`src/rtl/rs_pool_pkg.sv`:
```
package rs_pool_pkg;

  typedef enum logic [1:0] {
    OP_ADD = 2'd0,
    OP_SUB = 2'd1,
    OP_AND = 2'd2,
    OP_XOR = 2'd3
  } alu_op_e;

  typedef enum logic [1:0] {
    SLOT_FREE = 2'd0,
    SLOT_WAIT = 2'd1,
    SLOT_EXEC = 2'd2,
    SLOT_DONE = 2'd3
  } slot_state_e;

endpackage

```
`src/rtl/rs_pick.sv`:
```
module rs_pick #(
  parameter int N     = 4,
  parameter int IDX_W = 2
) (
  input  logic [N-1:0]     req,
  output logic             any,
  output logic [IDX_W-1:0] idx,
  output logic [N-1:0]     grant
);

  always_comb begin
    idx = '0;
    for (int i = N - 1; i >= 0; i--) begin
      if (req[i]) idx = IDX_W'(i);
    end
  end

  assign any   = |req;
  assign grant = any ? (N'(1) << idx) : '0;

endmodule

```
`src/rtl/rs_fu_pipe.sv`:
```
module rs_fu_pipe
  import rs_pool_pkg::*;
#(
  parameter int LAT    = 2,
  parameter int IDX_W  = 2,
  parameter int DATA_W = 16
) (
  input  logic              clk,
  input  logic              rst_n,
  input  logic              in_valid,
  input  alu_op_e           in_op,
  input  logic [DATA_W-1:0] in_a,
  input  logic [DATA_W-1:0] in_b,
  input  logic [IDX_W-1:0]  in_idx,
  output logic              out_valid,
  output logic [IDX_W-1:0]  out_idx,
  output logic [DATA_W-1:0] out_result
);

  logic [DATA_W-1:0] alu_y;
  logic              stg_vld [LAT];
  logic [IDX_W-1:0]  stg_idx [LAT];
  logic [DATA_W-1:0] stg_dat [LAT];

  always_comb begin
    unique case (in_op)
      OP_ADD:  alu_y = in_a + in_b;
      OP_SUB:  alu_y = in_a - in_b;
      OP_AND:  alu_y = in_a & in_b;
      default: alu_y = in_a ^ in_b;
    endcase
  end

  for (genvar g = 0; g < LAT; g++) begin : g_stage
    always_ff @(posedge clk) begin
      if (!rst_n) begin
        stg_vld[g] <= 1'b0;
        stg_idx[g] <= '0;
        stg_dat[g] <= '0;
      end else if (g == 0) begin
        stg_vld[g] <= in_valid;
        stg_idx[g] <= in_idx;
        stg_dat[g] <= alu_y;
      end else begin
        stg_vld[g] <= stg_vld[(g == 0) ? 0 : g - 1];
        stg_idx[g] <= stg_idx[(g == 0) ? 0 : g - 1];
        stg_dat[g] <= stg_dat[(g == 0) ? 0 : g - 1];
      end
    end
  end

  assign out_valid  = stg_vld[LAT-1];
  assign out_idx    = stg_idx[LAT-1];
  assign out_result = stg_dat[LAT-1];

endmodule

```
`src/rtl/rs_entry.sv`:
```
module rs_entry
  import rs_pool_pkg::*;
#(
  parameter int TAG_W  = 3,
  parameter int DATA_W = 16
) (
  input  logic              clk,
  input  logic              rst_n,
  input  logic              alloc,
  input  alu_op_e           alloc_op,
  input  logic [TAG_W-1:0]  alloc_q1,
  input  logic [DATA_W-1:0] alloc_v1,
  input  logic [TAG_W-1:0]  alloc_q2,
  input  logic [DATA_W-1:0] alloc_v2,
  input  logic              cdb_valid,
  input  logic [TAG_W-1:0]  cdb_tag,
  input  logic [DATA_W-1:0] cdb_value,
  input  logic              start,
  input  logic              fu_done,
  input  logic [DATA_W-1:0] fu_result,
  input  logic              release_i,
  output logic              busy,
  output logic              ready,
  output logic              done,
  output alu_op_e           op_o,
  output logic [DATA_W-1:0] v1_o,
  output logic [DATA_W-1:0] v2_o,
  output logic [DATA_W-1:0] result_o
);

  slot_state_e       state;
  alu_op_e           op_q;
  logic [TAG_W-1:0]  q1, q2;
  logic [DATA_W-1:0] v1, v2, res;

  logic hit_a1, hit_a2, hit_s1, hit_s2;
  assign hit_a1 = cdb_valid && (alloc_q1 != '0) && (cdb_tag == alloc_q1);
  assign hit_a2 = cdb_valid && (alloc_q2 != '0) && (cdb_tag == alloc_q2);
  assign hit_s1 = cdb_valid && (q1 != '0) && (cdb_tag == q1);
  assign hit_s2 = cdb_valid && (q2 != '0) && (cdb_tag == q2);

  always_ff @(posedge clk) begin
    if (!rst_n) begin
      state <= SLOT_FREE;
      op_q  <= OP_ADD;
      q1    <= '0;
      q2    <= '0;
      v1    <= '0;
      v2    <= '0;
      res   <= '0;
    end else begin
      unique case (state)
        SLOT_FREE: if (alloc) begin
          state <= SLOT_WAIT;
          op_q  <= alloc_op;
          q1    <= hit_a1 ? '0 : alloc_q1;
          q2    <= hit_a2 ? '0 : alloc_q2;
          v1    <= hit_a1 ? cdb_value : ((alloc_q1 == '0) ? alloc_v1 : '0);
          v2    <= hit_a2 ? cdb_value : ((alloc_q2 == '0) ? alloc_v2 : '0);
        end
        SLOT_WAIT: begin
          if (start) state <= SLOT_EXEC;
          if (hit_s1) begin
            q1 <= '0;
            v1 <= cdb_value;
          end
          if (hit_s2) begin
            q2 <= '0;
            v2 <= cdb_value;
          end
        end
        SLOT_EXEC: if (fu_done) begin
          state <= SLOT_DONE;
          res   <= fu_result;
        end
        default: if (release_i) state <= SLOT_FREE;
      endcase
    end
  end

  assign busy     = (state != SLOT_FREE);
  assign ready    = (state == SLOT_WAIT) && (q1 == '0) && (q2 == '0);
  assign done     = (state == SLOT_DONE);
  assign op_o     = op_q;
  assign v1_o     = v1;
  assign v2_o     = v2;
  assign result_o = res;

  p_snoop_capture_r4: assert property (@(posedge clk) disable iff (!rst_n)
    (state == SLOT_WAIT && hit_s1) |=> (q1 == '0 && v1 == $past(cdb_value)));

  p_exec_stays_busy_r8: assert property (@(posedge clk) disable iff (!rst_n)
    (state == SLOT_EXEC) |=> busy);

  p_done_after_exec_r6: assert property (@(posedge clk) disable iff (!rst_n)
    $rose(done) |-> ($past(state) == SLOT_EXEC && $past(fu_done)));

endmodule

```
`src/rtl/rs_pool.sv`:
```
module rs_pool
  import rs_pool_pkg::*;
#(
  parameter int NUM_RS   = 4,
  parameter int DATA_W   = 16,
  parameter int TAG_W    = 3,
  parameter int TAG_BASE = 1,
  parameter int FU_LAT   = 2
) (
  input  logic              clk,
  input  logic              rst_n,
  input  logic              issue_valid,
  output logic              issue_ready,
  input  logic [1:0]        issue_op,
  input  logic [TAG_W-1:0]  issue_src1_tag,
  input  logic [DATA_W-1:0] issue_src1_val,
  input  logic [TAG_W-1:0]  issue_src2_tag,
  input  logic [DATA_W-1:0] issue_src2_val,
  output logic [TAG_W-1:0]  issue_tag,
  input  logic              cdb_valid,
  input  logic [TAG_W-1:0]  cdb_tag,
  input  logic [DATA_W-1:0] cdb_value,
  output logic              dispatch_valid,
  output logic [TAG_W-1:0]  dispatch_tag,
  output logic              wb_valid,
  input  logic              wb_ready,
  output logic [TAG_W-1:0]  wb_tag,
  output logic [DATA_W-1:0] wb_value
);

  localparam int IDX_W = (NUM_RS > 1) ? $clog2(NUM_RS) : 1;

  logic [NUM_RS-1:0] busy_vec, free_vec, ready_vec, done_vec;
  logic [NUM_RS-1:0] alloc_gnt, disp_gnt, done_gnt;
  logic [IDX_W-1:0]  alloc_idx, disp_idx, done_idx, wb_idx, wb_idx_q;
  logic              any_free, any_ready, any_done, wb_lock_q;
  alu_op_e           e_op  [NUM_RS];
  logic [DATA_W-1:0] e_v1  [NUM_RS];
  logic [DATA_W-1:0] e_v2  [NUM_RS];
  logic [DATA_W-1:0] e_res [NUM_RS];
  logic              fu_vld;
  logic [IDX_W-1:0]  fu_idx;
  logic [DATA_W-1:0] fu_res;
  logic              issue_fire, wb_fire;

  assign free_vec   = ~busy_vec;
  assign issue_fire = issue_valid && issue_ready;
  assign wb_fire    = wb_valid && wb_ready;

  rs_pick #(.N(NUM_RS), .IDX_W(IDX_W)) u_alloc_pick (
    .req(free_vec), .any(any_free), .idx(alloc_idx), .grant(alloc_gnt));
  rs_pick #(.N(NUM_RS), .IDX_W(IDX_W)) u_disp_pick (
    .req(ready_vec), .any(any_ready), .idx(disp_idx), .grant(disp_gnt));
  rs_pick #(.N(NUM_RS), .IDX_W(IDX_W)) u_done_pick (
    .req(done_vec), .any(any_done), .idx(done_idx), .grant(done_gnt));

  for (genvar i = 0; i < NUM_RS; i++) begin : g_slot
    rs_entry #(.TAG_W(TAG_W), .DATA_W(DATA_W)) u_entry (
      .clk       (clk),
      .rst_n     (rst_n),
      .alloc     (issue_fire && alloc_gnt[i]),
      .alloc_op  (alu_op_e'(issue_op)),
      .alloc_q1  (issue_src1_tag),
      .alloc_v1  (issue_src1_val),
      .alloc_q2  (issue_src2_tag),
      .alloc_v2  (issue_src2_val),
      .cdb_valid (cdb_valid),
      .cdb_tag   (cdb_tag),
      .cdb_value (cdb_value),
      .start     (disp_gnt[i]),
      .fu_done   (fu_vld && (fu_idx == IDX_W'(i))),
      .fu_result (fu_res),
      .release_i (wb_fire && (wb_idx == IDX_W'(i))),
      .busy      (busy_vec[i]),
      .ready     (ready_vec[i]),
      .done      (done_vec[i]),
      .op_o      (e_op[i]),
      .v1_o      (e_v1[i]),
      .v2_o      (e_v2[i]),
      .result_o  (e_res[i])
    );
  end

  rs_fu_pipe #(.LAT(FU_LAT), .IDX_W(IDX_W), .DATA_W(DATA_W)) u_fu (
    .clk        (clk),
    .rst_n      (rst_n),
    .in_valid   (any_ready),
    .in_op      (e_op[disp_idx]),
    .in_a       (e_v1[disp_idx]),
    .in_b       (e_v2[disp_idx]),
    .in_idx     (disp_idx),
    .out_valid  (fu_vld),
    .out_idx    (fu_idx),
    .out_result (fu_res)
  );

  // A stalled offer is pinned so a lower station finishing later cannot swap it.
  assign wb_idx   = wb_lock_q ? wb_idx_q : done_idx;
  assign wb_valid = wb_lock_q || any_done;
  assign wb_tag   = TAG_W'(TAG_BASE) + TAG_W'(wb_idx);
  assign wb_value = e_res[wb_idx];

  always_ff @(posedge clk) begin
    if (!rst_n) begin
      wb_lock_q <= 1'b0;
      wb_idx_q  <= '0;
    end else begin
      wb_lock_q <= wb_valid && !wb_ready;
      wb_idx_q  <= wb_idx;
    end
  end

  assign issue_ready    = any_free;
  assign issue_tag      = TAG_W'(TAG_BASE) + TAG_W'(alloc_idx);
  assign dispatch_valid = any_ready;
  assign dispatch_tag   = TAG_W'(TAG_BASE) + TAG_W'(disp_idx);

  p_wb_hold_r7: assert property (@(posedge clk) disable iff (!rst_n)
    (wb_valid && !wb_ready) |=> (wb_valid && $stable(wb_tag) && $stable(wb_value)));

  p_release_on_accept_r8: assert property (@(posedge clk) disable iff (!rst_n)
    wb_fire |=> !busy_vec[$past(wb_idx)]);

  p_alloc_takes_slot_r2: assert property (@(posedge clk) disable iff (!rst_n)
    issue_fire |=> busy_vec[$past(alloc_idx)]);

  p_single_dispatch_r5: assert property (@(posedge clk) disable iff (!rst_n)
    $onehot0(disp_gnt));

endmodule

```
`config.mk`:
```
export PLATFORM = sky130hd
export DESIGN_NAME = rs_pool
export DESIGN_NICKNAME = d
export VERILOG_FILES = /design/src/rtl/rs_pool_pkg.sv /design/src/rtl/rs_pick.sv /design/src/rtl/rs_fu_pipe.sv /design/src/rtl/rs_entry.sv /design/src/rtl/rs_pool.sv
export SDC_FILE = /design/constraint.sdc
export NUM_CORES = 1
export LEC_CHECK = 0
export ABC_CLOCK_PERIOD_IN_PS = 6710
export BUFFER_PORTS_ARGS = -buffer_cell sky130_fd_sc_hd__buf_2
export CAP_MARGIN = 25
export CELL_PAD_IN_SITES_DETAIL_PLACEMENT = 0
export CELL_PAD_IN_SITES_GLOBAL_PLACEMENT = 2
export CORE_ASPECT_RATIO = 1.4
export CORE_MARGIN = 2
export CORE_UTILIZATION = 36
export CTS_CLUSTER_SIZE = 24
export DETAILED_ROUTE_END_ITERATION = 6
export PLACE_DENSITY = 0.8
export SLEW_MARGIN = 10
export SYNTH_ARGS = -nofsm -noshare
export SYNTH_HDL_FRONTEND = slang
export SYNTH_SLANG_ARGS = --single-unit
```
`constraint.sdc`:
```
create_clock -name clk -period 6.71 [get_ports clk]
set_input_delay 0.671 -clock clk [delete_from_list [all_inputs] [get_ports clk]]
set_output_delay 0.671 -clock clk [all_outputs]
set_load 0.01 [all_outputs]
```
==> metrics <==
maximum clock frequency=164 MHz; vias per std cell=5.48; power density cells=575 nW/um^2; drt wl/cell=19.3 um; clock-pin slew on the worst setup and hold paths=60 ps; WL final=50200 um; maxcap violations=0; Seq/Total Area, Yosys=0.362; Final min period=6090 ps; Rel. slew slack=0.299; Core Area=41300 um^2; number of synthesized flops with an enable pin=0; gpl congestion=0.827; Initial Util=0.365; port bufs=91; 1st-iter DRT viols=931; critical path class=register to register; final setup skew=24.2 ps; total number of vias=14235; global-route wire length before repair=78900 um; critical path capture point type=register; Clk Latency, worst-skew pair=590 ps; DP HPWL=34200 um; Worst path slowest cell=or4_1; Most used DFF post-synth=dfxtp_1; Mapped Cells=2033; Detailed Routing Iterations Pass 1=5; Worst-Margin Slew=1050 ps; Final Hold Fails=0; final setup fails=0; Num CTS Buffers=30; #FFs+latches synth=273; synthesized area=15100 um^2; post-route setup TNS=0 ps; number of hold buffers added after CTS=0; Critical Path RT=7250 ps; Clock Sinks=273; Nets=2162; # IOs=92; status=completed; Detail Route Antenna Nets=0; synthesized area per cell=7.42 um^2; CTS tree=built; final max-slew violation count=0; vias in the first global route=13773; initial antenna violation count=0; row count=88; RSZ-0062 raised after global routing=false; fill count=4389; clk buf depth=3; die width=177 um; delay-heaviest family, CP=compound AO/OA/AOI/OAI gates; syn nets=2156; diode count=0; remaining global-route overflow=0; Post-CTS Setup Bufs=0; crit-path max FO=61; Synth cell types=66; Synth Warn #=0; worst path bufs/invs=3; Critical Path Max Stage Delay=540 ps; VDD IR max=255 uV; H-Tree Depth=1; FFs w/ async S/R, synth=0; total power=9.80 mW; die area=43600 um^2; Leak Pwr=6.26 nW; total global-route track usage=0.229; worst path cell trace=inv_1, ha_2, or4b_4, or4_4, a211oi_4, buf_12, inv_2, mux2i_1, nand2_1, nand2_2, ha_1, nor2_1, xnor2_1, ha_1, o21ai_0, a21oi_1, o41ai_1, o2111ai_1, a41oi_1, o21ai_0, or4_1, nand3_1; Area Overhead vs Synth=12.9%; DRC=0; pin count of the biggest net entering global routing=109; CP Launch Type=register; period utilization=0.908; chip height=246 um; Post-CTS Resized=0; share of layout cells above drive strength 1=0.0976; Root Buffer=clkbuf_16; Critical Path AT=6630 ps; Tightest Hold Check Type=primary input to register
-- final timing paths --
check                                           startpoint                   to  slack, ps  cells after the start
worst min register to register         u_fu.stg_dat[0][11]  u_fu.stg_dat[1][11]        430                      1
worst min-delay path                              wb_ready            wb_lock_q        270                      2
worst max-delay path            g_slot[3].u_entry.state[1]  u_fu.stg_dat[0][15]        620                     22
worst max register to register  g_slot[3].u_entry.state[1]  u_fu.stg_dat[0][15]        620                     22
-- where the power goes --
group	internal (mW)	switching, mW
registers	1.90	0.171
logic	2.26	3.70
clock network	1.07	0.702
-- layer usage --
layer,wire length [um],vias up,track usage
met5,0,-,0
met4,1170,0,0.0659
met3,2220,80,0.0270
met2,24200,356,0.400
met1,22600,6724,0.296
li1,-,7075,-
-- area by class of cell --
class                   instances  area [um^2]  share of cell area
multi-input cells            1557         8880               0.522
flip-flops and latches        273         5470               0.321
clock buffers                  44          893              0.0525
repair buffers                125          751              0.0441
well taps                     540          676              0.0397
inverters                      52          200              0.0118
clock inverters                 9          156             0.00919
-- cells in the mapped netlist (26+ instances only) --
cell type | instances | area, um^2
inv_1 | 49 | 184
o21ai_0 | 95 | 475
mux2i_1 | 33 | 330
a22o_1 | 32 | 280
o211ai_1 | 53 | 398
o2111ai_1 | 35 | 307
and3_1 | 34 | 213
nand2b_1 | 70 | 438
ha_1 | 58 | 726
a31oi_1 | 32 | 200
nand2_1 | 378 | 1420
nor3_1 | 26 | 130
dfxtp_1 | 273 | 5470
nor2_1 | 254 | 953
a21oi_1 | 220 | 1100
clkbuf_1 | 128 | 480
xnor2_1 | 27 | 236
and2_1 | 33 | 206
-- registers in the layout (all words and copies together), names as in the netlist, 2 cells and up --
name	count
wb_idx_q	2
u_fu.stg_dat	32
g_slot.u_entry.v1_o	64
g_slot.u_entry.q1	12
u_fu.stg_vld	2
g_slot.u_entry.state	8
g_slot.u_entry.op_o	8
g_slot.u_entry.q2	12
g_slot.u_entry.v2_o	64
g_slot.u_entry.result_o	64
u_fu.stg_idx	4
-- cell families after synthesis --
logic type	synth area share
buf+inv	0.0520
compound gates	0.238
mux	0.0243
simple gates	0.248
flops	0.362
xor+xnor	0.0261
fa+ha+maj	0.0494
-- worst reg2reg max path: cells and delay by family (launching register included) --
family | cells | cell delay, ps
AND/OR/NAND/NOR | 7 | 1890
XOR/XNOR | 1 | 140
AO/OA/AOI/OAI | 7 | 2050
buffers and inverters | 3 | 690
flip-flops | 1 | 340
adder cells (fa/ha/maj) | 3 | 710
multiplexers | 1 | 210
-- layout by cell type, fill, tap and decap left out, drive strengths merged, types with 4 or more instances in the layout --
master   synthesis  final
a22o            32     32
inv             50     51
mux2i           34     34
nor3            26     26
and2            33     33
clkbuf         128     44
nand3           16     16
nand2          379    379
dfxtp          273    273
nand2b          70     70
ha              58     58
nor2b           10     10
o21bai           5      5
or3              4      4
and3            34     34
xnor2           27     27
buf             23    125
bufinv           0      4
a311oi          10     10
o221ai          11     11
a211oi          10     10
a2111oi          5      5
o21ai           98     98
a21o             5      5
o21a             9      9
xor2            18     18
a31oi           32     32
o2111ai         35     35
nand4            9      9
nor2           254    254
clkinv           2      6
a22oi            5      5
nor4             5      5
o211ai          53     53
a32oi           16     16
a21oi          220    220
-- per-stage QoR --
step / instance area (um^2) / cells / utilization / hold WS, ps / worst slack [ps]
2_1_floorplan: 15100 / 2033 / - / 412 / 1350
4_1_cts: 17000 / 2599 / 0.412 / 249 / 605
5_1_grt: 17000 / 2600 / 0.412 / 271 / 131
3_3_place_gp: 15900 / 2545 / 0.386 / 416 / 678
3_5_place_dp: 16000 / 2546 / 0.387 / 417 / 633
6_report: 17000 / 2600 / 0.412 / 273 / 620
Power figures use the tool's default switching activity.
